==> src/rtl/seg_pkg.sv <==
package seg_pkg;

    typedef enum logic [1:0] {
        ACC_READ  = 2'd0,
        ACC_WRITE = 2'd1,
        ACC_EXEC  = 2'd2,
        ACC_RSVD  = 2'd3
    } acc_e;

    typedef enum logic [2:0] {
        FLT_NONE    = 3'd0,
        FLT_INVALID = 3'd1,
        FLT_BOUND   = 3'd2,
        FLT_PERM    = 3'd3,
        FLT_USER    = 3'd4
    } flt_e;

    localparam int FLAG_W_BITS = 4;
    localparam int FLAG_RD  = 0;
    localparam int FLAG_WR  = 1;
    localparam int FLAG_EX  = 2;
    localparam int FLAG_USR = 3;

endpackage

==> src/rtl/seg_table.sv <==
module seg_table #(
    parameter int IDX_W = 2,
    parameter int PA_W  = 16,
    parameter int BND_W = 13
) (
    input  logic                          clk,
    input  logic                          rst_n,
    input  logic                          wr_en,
    input  logic [IDX_W-1:0]              wr_idx,
    input  logic                          wr_valid,
    input  logic [PA_W-1:0]               wr_base,
    input  logic [BND_W-1:0]              wr_bound,
    input  logic [seg_pkg::FLAG_W_BITS-1:0] wr_flags,
    input  logic [IDX_W-1:0]              rd_idx,
    output logic                          rd_valid,
    output logic [PA_W-1:0]               rd_base,
    output logic [BND_W-1:0]              rd_bound,
    output logic [seg_pkg::FLAG_W_BITS-1:0] rd_flags
);
    localparam int NENT = 1 << IDX_W;

    typedef struct packed {
        logic                            valid;
        logic [PA_W-1:0]                 base;
        logic [BND_W-1:0]                bound;
        logic [seg_pkg::FLAG_W_BITS-1:0] flags;
    } desc_t;

    desc_t tab_d [NENT];
    desc_t tab_q [NENT];
    desc_t new_desc;

    always_comb begin
        new_desc.valid = wr_valid;
        new_desc.base  = wr_base;
        new_desc.bound = wr_bound;
        new_desc.flags = wr_flags;
    end

    for (genvar g = 0; g < NENT; g++) begin : g_ent
        always_comb begin
            tab_d[g] = tab_q[g];
            if (wr_en && (wr_idx == IDX_W'(g))) begin
                tab_d[g] = new_desc;
            end
        end

        always_ff @(posedge clk or negedge rst_n) begin
            if (!rst_n) begin
                tab_q[g] <= '0;
            end else begin
                tab_q[g] <= tab_d[g];
            end
        end
    end

    // Lookup reads the registered contents: a same-cycle write is not visible.
    always_comb begin
        rd_valid = tab_q[rd_idx].valid;
        rd_base  = tab_q[rd_idx].base;
        rd_bound = tab_q[rd_idx].bound;
        rd_flags = tab_q[rd_idx].flags;
    end

endmodule

==> src/rtl/seg_check.sv <==
module seg_check #(
    parameter int OFF_W = 12,
    parameter int PA_W  = 16,
    parameter int BND_W = OFF_W + 1
) (
    input  logic [OFF_W-1:0]                off,
    input  seg_pkg::acc_e                   acc,
    input  logic                            user,
    input  logic                            d_valid,
    input  logic [PA_W-1:0]                 d_base,
    input  logic [BND_W-1:0]                d_bound,
    input  logic [seg_pkg::FLAG_W_BITS-1:0] d_flags,
    output logic                            fault,
    output seg_pkg::flt_e                   cause,
    output logic [PA_W-1:0]                 paddr
);
    import seg_pkg::*;

    logic             perm_ok;
    logic [BND_W-1:0] off_ext;

    always_comb begin
        off_ext = BND_W'(off);
        unique case (acc)
            ACC_READ:  perm_ok = d_flags[FLAG_RD];
            ACC_WRITE: perm_ok = d_flags[FLAG_WR];
            ACC_EXEC:  perm_ok = d_flags[FLAG_EX];
            default:   perm_ok = 1'b0;
        endcase
    end

    // Priority: invalid, bound, user, permission.
    always_comb begin
        if (!d_valid) begin
            cause = FLT_INVALID;
        end else if (off_ext >= d_bound) begin
            cause = FLT_BOUND;
        end else if (user && !d_flags[FLAG_USR]) begin
            cause = FLT_USER;
        end else if (!perm_ok) begin
            cause = FLT_PERM;
        end else begin
            cause = FLT_NONE;
        end
        fault = (cause != FLT_NONE);
        paddr = fault ? '0 : (d_base + PA_W'(off));
    end

endmodule

==> src/rtl/seg_xlate.sv <==
module seg_xlate #(
    parameter int IDX_W = 2,
    parameter int OFF_W = 12,
    parameter int PA_W  = 16
) (
    input  logic                     clk,
    input  logic                     rst_n,
    input  logic                     wr_en,
    input  logic                     wr_sup,
    input  logic [IDX_W-1:0]         wr_idx,
    input  logic                     wr_valid,
    input  logic [PA_W-1:0]          wr_base,
    input  logic [OFF_W:0]           wr_bound,
    input  logic [3:0]               wr_flags,
    input  logic                     req_valid,
    input  logic [IDX_W+OFF_W-1:0]   req_vaddr,
    input  logic [1:0]               req_acc,
    input  logic                     req_user,
    output logic                     rsp_valid,
    output logic                     rsp_fault,
    output logic [2:0]               rsp_cause,
    output logic [PA_W-1:0]          rsp_paddr
);
    import seg_pkg::*;

    localparam int BND_W = OFF_W + 1;
    localparam int VA_W  = IDX_W + OFF_W;

    typedef struct packed {
        logic            valid;
        logic            fault;
        flt_e            cause;
        logic [PA_W-1:0] paddr;
    } rsp_t;

    rsp_t rsp_d, rsp_q;

    logic                  tab_we;
    logic [IDX_W-1:0]      req_idx;
    logic [OFF_W-1:0]      req_off;
    logic                  lk_valid;
    logic [PA_W-1:0]       lk_base;
    logic [BND_W-1:0]      lk_bound;
    logic [FLAG_W_BITS-1:0] lk_flags;
    logic                  chk_fault;
    flt_e                  chk_cause;
    logic [PA_W-1:0]       chk_paddr;

    assign tab_we  = wr_en && wr_sup;
    assign req_idx = req_vaddr[VA_W-1:OFF_W];
    assign req_off = req_vaddr[OFF_W-1:0];

    seg_table #(.IDX_W(IDX_W), .PA_W(PA_W), .BND_W(BND_W)) u_table (
        .clk      (clk),
        .rst_n    (rst_n),
        .wr_en    (tab_we),
        .wr_idx   (wr_idx),
        .wr_valid (wr_valid),
        .wr_base  (wr_base),
        .wr_bound (wr_bound),
        .wr_flags (wr_flags),
        .rd_idx   (req_idx),
        .rd_valid (lk_valid),
        .rd_base  (lk_base),
        .rd_bound (lk_bound),
        .rd_flags (lk_flags)
    );

    seg_check #(.OFF_W(OFF_W), .PA_W(PA_W), .BND_W(BND_W)) u_check (
        .off     (req_off),
        .acc     (acc_e'(req_acc)),
        .user    (req_user),
        .d_valid (lk_valid),
        .d_base  (lk_base),
        .d_bound (lk_bound),
        .d_flags (lk_flags),
        .fault   (chk_fault),
        .cause   (chk_cause),
        .paddr   (chk_paddr)
    );

    always_comb begin
        rsp_d       = '0;
        rsp_d.valid = req_valid;
        if (req_valid) begin
            rsp_d.fault = chk_fault;
            rsp_d.cause = chk_cause;
            rsp_d.paddr = chk_paddr;
        end
    end

    always_ff @(posedge clk or negedge rst_n) begin
        if (!rst_n) begin
            rsp_q <= '0;
        end else begin
            rsp_q <= rsp_d;
        end
    end

    assign rsp_valid = rsp_q.valid;
    assign rsp_fault = rsp_q.fault;
    assign rsp_cause = rsp_q.cause;
    assign rsp_paddr = rsp_q.paddr;

endmodule

==> config.mk <==
export PLATFORM = sky130hd
export DESIGN_NAME = seg_xlate
export DESIGN_NICKNAME = d
export VERILOG_FILES = /design/src/rtl/seg_pkg.sv /design/src/rtl/seg_table.sv /design/src/rtl/seg_check.sv /design/src/rtl/seg_xlate.sv
export SDC_FILE = /design/constraint.sdc
export NUM_CORES = 1
export LEC_CHECK = 0
export BUFFER_PORTS_ARGS = -buffer_cell sky130_fd_sc_hd__buf_2
export CAP_MARGIN = 20
export CORE_ASPECT_RATIO = 2
export CORE_MARGIN = 1.5
export CORE_UTILIZATION = 30
export CTS_CLUSTER_DIAMETER = 150
export DETAILED_ROUTE_END_ITERATION = 8
export PLACE_DENSITY = 0.51
export SLEW_MARGIN = 30
export SYNTH_ARGS = -nofsm -noshare
export SYNTH_HDL_FRONTEND = slang
export SYNTH_HIERARCHICAL = 1
export SYNTH_SLANG_ARGS = --single-unit
==> constraint.sdc <==
create_clock -name clk -period 3.35 [get_ports clk]
set_input_delay 0.67 -clock clk [delete_from_list [all_inputs] [get_ports clk]]
set_output_delay 0.67 -clock clk [all_outputs]
set_load 0.05 [all_outputs]
==> flow_summary_export.csv <==
group,metric,value,unit
finish,layout_common_cells,"dfrtp_1, mux2_2, buf_2",
pwr,switchingPower,0.00166,W
timing,period_share,0.941,
setup_path,crit_path_max_fanout,9,
floorplan,dieHeight,232,um
placed_design,dpl.cell_count,985,
global_routing,grt_max_degree,93,
floorplan,initial_core_util,0.305,
synthesis,synth_top_family_by_area,"multiplexers",
pwr,p_leak,4.27,nW
finish,fin_nets,747,
floorplan,die_area,0.0272,sq mm
synthesis,synthSimpleGateAreaFrac,0.0704,
global_routing,first_global_vias,5458,
pwr,finalPower,0.00606,W
placed_design,placed_area,0.00888,sq mm
synthesis,synth_cell_types,56,
run,cap_viol_max_count,0,
synthesis,yosys_warnings,6,
synthesis,ys_async_sr_fraction,1.00,
timing,worst_clock_skew,0.00655,ns
timing,setup_violations,0,
worst_hold_path,min_path_type,"in2async",
clock_network,cts_buffers,17,
pwr,comb_power_share,0.257,
clock_network,insertion_delay,0.43,ns
synthesis,syn_avg_cell_area,14.5,sq um
synthesis,synth_flop_cell,"dfrtp_1",
route,wirelength,18.6,mm
synthesis,synth_compound_area_frac,0.0439,
global_routing,grt-ovfl-total,0,
synthesis,seq_area_frac_synth,0.502,
setup_path,endpoint_kind,"flop",
clock_network,clk_pin_slew,0.06,ns
timing,final-hold-violation-count,0,
finish,area_growth,21.4,%
finish,finalNonFillerCells,1018,
timing,slew_viol_final,0,
synthesis,muxShareOfSynthArea,0.295,
pwr,p_sw_frac,0.274,
global_routing,grt_antenna_before_repair,1,
synthesis,synthAdderAreaFrac,0.0409,
pwr,pwr-share-clk,0.336,
pwr,power_density,637,mW/mm^2
setup_path,r2r.worst_path.cells,10,
clock_network,clock-sinks,157,
placed_design,hpwl,13.9,mm
global_routing,grt_pass1_wl,29.8,mm
floorplan,die_w,117,um
finish,final_common_cell,"dfrtp_1",
clock_network,cts_resized,0,
timing,worst_pin_slew,0.598,ns
route,num_vias,4806,
route,drt_first_pass_iters,4,
pwr,p_seq_frac,0.407,
timing,rsz0062_at_grt,"no",
synthesis,synth-seq-cells,157,
timing,max_slew_margin,0.601,
finish,nFillCells,2485,
clock_network,cts_hold_buf,0,
route,vias_per_cell,4.72,
clock_network,clk_path_buf_depth,2,
floorplan,coreArea,0.0257,sq mm
pwr,intPower,0.00440,W
finish,utilization,0.371,
finish,drive_gt1_frac,0.535,
pwr,vdd_drop_max,0.323,mV
finish,stdcell_area,0.00951,sq mm
route,ant_nets,0,
setup_path,crit_type,"in2reg",
synthesis,syn_nets,622,
timing,fin_crit,3.15,ns
floorplan,rows,83,
placed_design,gp_congestion,0.855,
placed_design,port_buffers,78,
global_routing,track_usage,0.148,
route,drt_iter0_markers,187,
synthesis,synth_edf_count,0,
route,wl_per_cell,18.2,um
setup_path,crit_required,3.72,ns
floorplan,pin_count,79,
timing,fmax,0.317,GHz
synthesis,syn_area,0.00783,sq mm
route,drc,0,
outcome,status,"finished, final reports clean",
setup_path,start_kind,"primary input",
clock_network,postCtsSetupBuffers,0,
clock_network,cts_root_buf,"clkbuf_16",
clock_network,cts_tree,"done",
setup_path,critPathArrivalTime,3.52,ns
clock_network,htree_levels,4,
synthesis,netlist_instances,539,
synthesis,synth_xor_area_frac,0.0112,
==> routing by layer <==
layer	part of all wire	track usage	up-vias
met1	0.36	0.157	2469
met3	0.031	0.0329	20
li1	-	-	2239
met2	0.58	0.277	78
met5	0	0	-
met4	0.023	0.0565	0
==> power groups by stage <==
stage | Combinational (W) | Clock [W] | Sequential (W)
floorplan | 0.00105 | 0 | 0.00248
global placement | 0.00153 | 0 | 0.00246
detailed placement | 0.00157 | 0 | 0.00250
CTS | 0.00158 | 0.00210 | 0.00246
global route | 0.00172 | 0.00215 | 0.00251
finish | 0.00156 | 0.00204 | 0.00247
==> registers in the layout, summed over array words and instances, names as in the netlist <==
| name | count |
|---|---|
| rsp_cause | 3 |
| rsp_fault | 1 |
| rsp_paddr | 16 |
| rsp_valid | 1 |
| u_table/tab_q | 136 |
==> final timing paths <==
kind,slack (ns),startpoint,endpoint
worst max-delay path,0.20,req_vaddr[12],rsp_paddr[12]
worst min-delay path,0.13,rst_n,u_table/tab_q[97]
worst max register to register,0.34,u_table/tab_q[51],rsp_paddr[12]
worst min register to register,0.49,u_table/tab_q[127],u_table/tab_q[127]
max in group asynchronous,2.40,rst_n,u_table/tab_q[75]
min in group clk,0.49,u_table/tab_q[127],u_table/tab_q[127]
==> critical path, stage by stage <==
cell	delay (ns)
buf_2	0.10
buf_12	0.14
mux4_2	0.50
ha_1	0.22
fa_2	0.36
a21oi_2	0.15
and4b_1	0.23
o211ai_1	0.33
nand2_1	0.15
a311o_1	0.38
nor3_2	0.11
and2_2	0.16
==> stage by stage <==
step	setup slack (ns)	hold WS, ns	setup TNS [ns]
global route	0.0530	0.139	0
global placement	-0.183	0.466	-1.89
CTS	0.185	0.116	0
floorplan	0.00479	0.374	0
finish	0.199	0.127	0
detailed placement	-0.267	0.480	-2.67
==> cell type report <==
type                            count  area, sq um  area share
Inverter                           19         71.3     0.00750
Tap cell                          340          425      0.0447
Clock buffer                       21          460      0.0484
Clock inverter                     11          165      0.0174
Multi-Input combinational cell    337         3620       0.380
Sequential cell                   157         3930       0.413
Antenna cell                        1         2.50    0.000263
Timing Repair Buffer              132          840      0.0883
==> cell usage after synthesis (2+ instances only) <==
master	instances	share of area
buf_6	12	0.017
xor2_1	4	0.0045
nor3_1	8	0.0051
inv_1	19	0.0091
nor2_1	8	0.0038
buf_2	5	0.0032
ha_1	24	0.038
mux2_1	2	0.0029
and4b_1	2	0.0026
o21bai_1	2	0.0019
and2_2	11	0.011
nor3_2	10	0.013
nand3_1	2	0.0013
o21a_1	3	0.0029
mux4_2	34	0.098
nor3b_1	2	0.0019
a21oi_1	11	0.0070
and2_1	11	0.0088
o21ai_0	9	0.0057
a2111oi_0	3	0.0034
dfrtp_1	157	0.50
a311oi_1	3	0.0034
buf_1	4	0.0019
a21o_1	7	0.0067
nand2_1	8	0.0038
mux2_2	134	0.19
buf_4	3	0.0029
xnor2_1	6	0.0067
a31oi_1	4	0.0032
a21oi_2	2	0.0022
nand3b_2	2	0.0029
nand2b_1	3	0.0024
==> cell families (layout without fill, tap and decap cells) <==
family,Yosys count,count (layout)
multiplexers,171,171
flip-flops,157,157
AND/OR/NAND/NOR,80,80
AO/OA/AOI/OAI,51,51
buffers and inverters,45,183
adder cells (fa/ha/maj),25,25
XOR/XNOR,10,10
other,0,1
No activity file was read; power rests on OpenSTA's default activity.
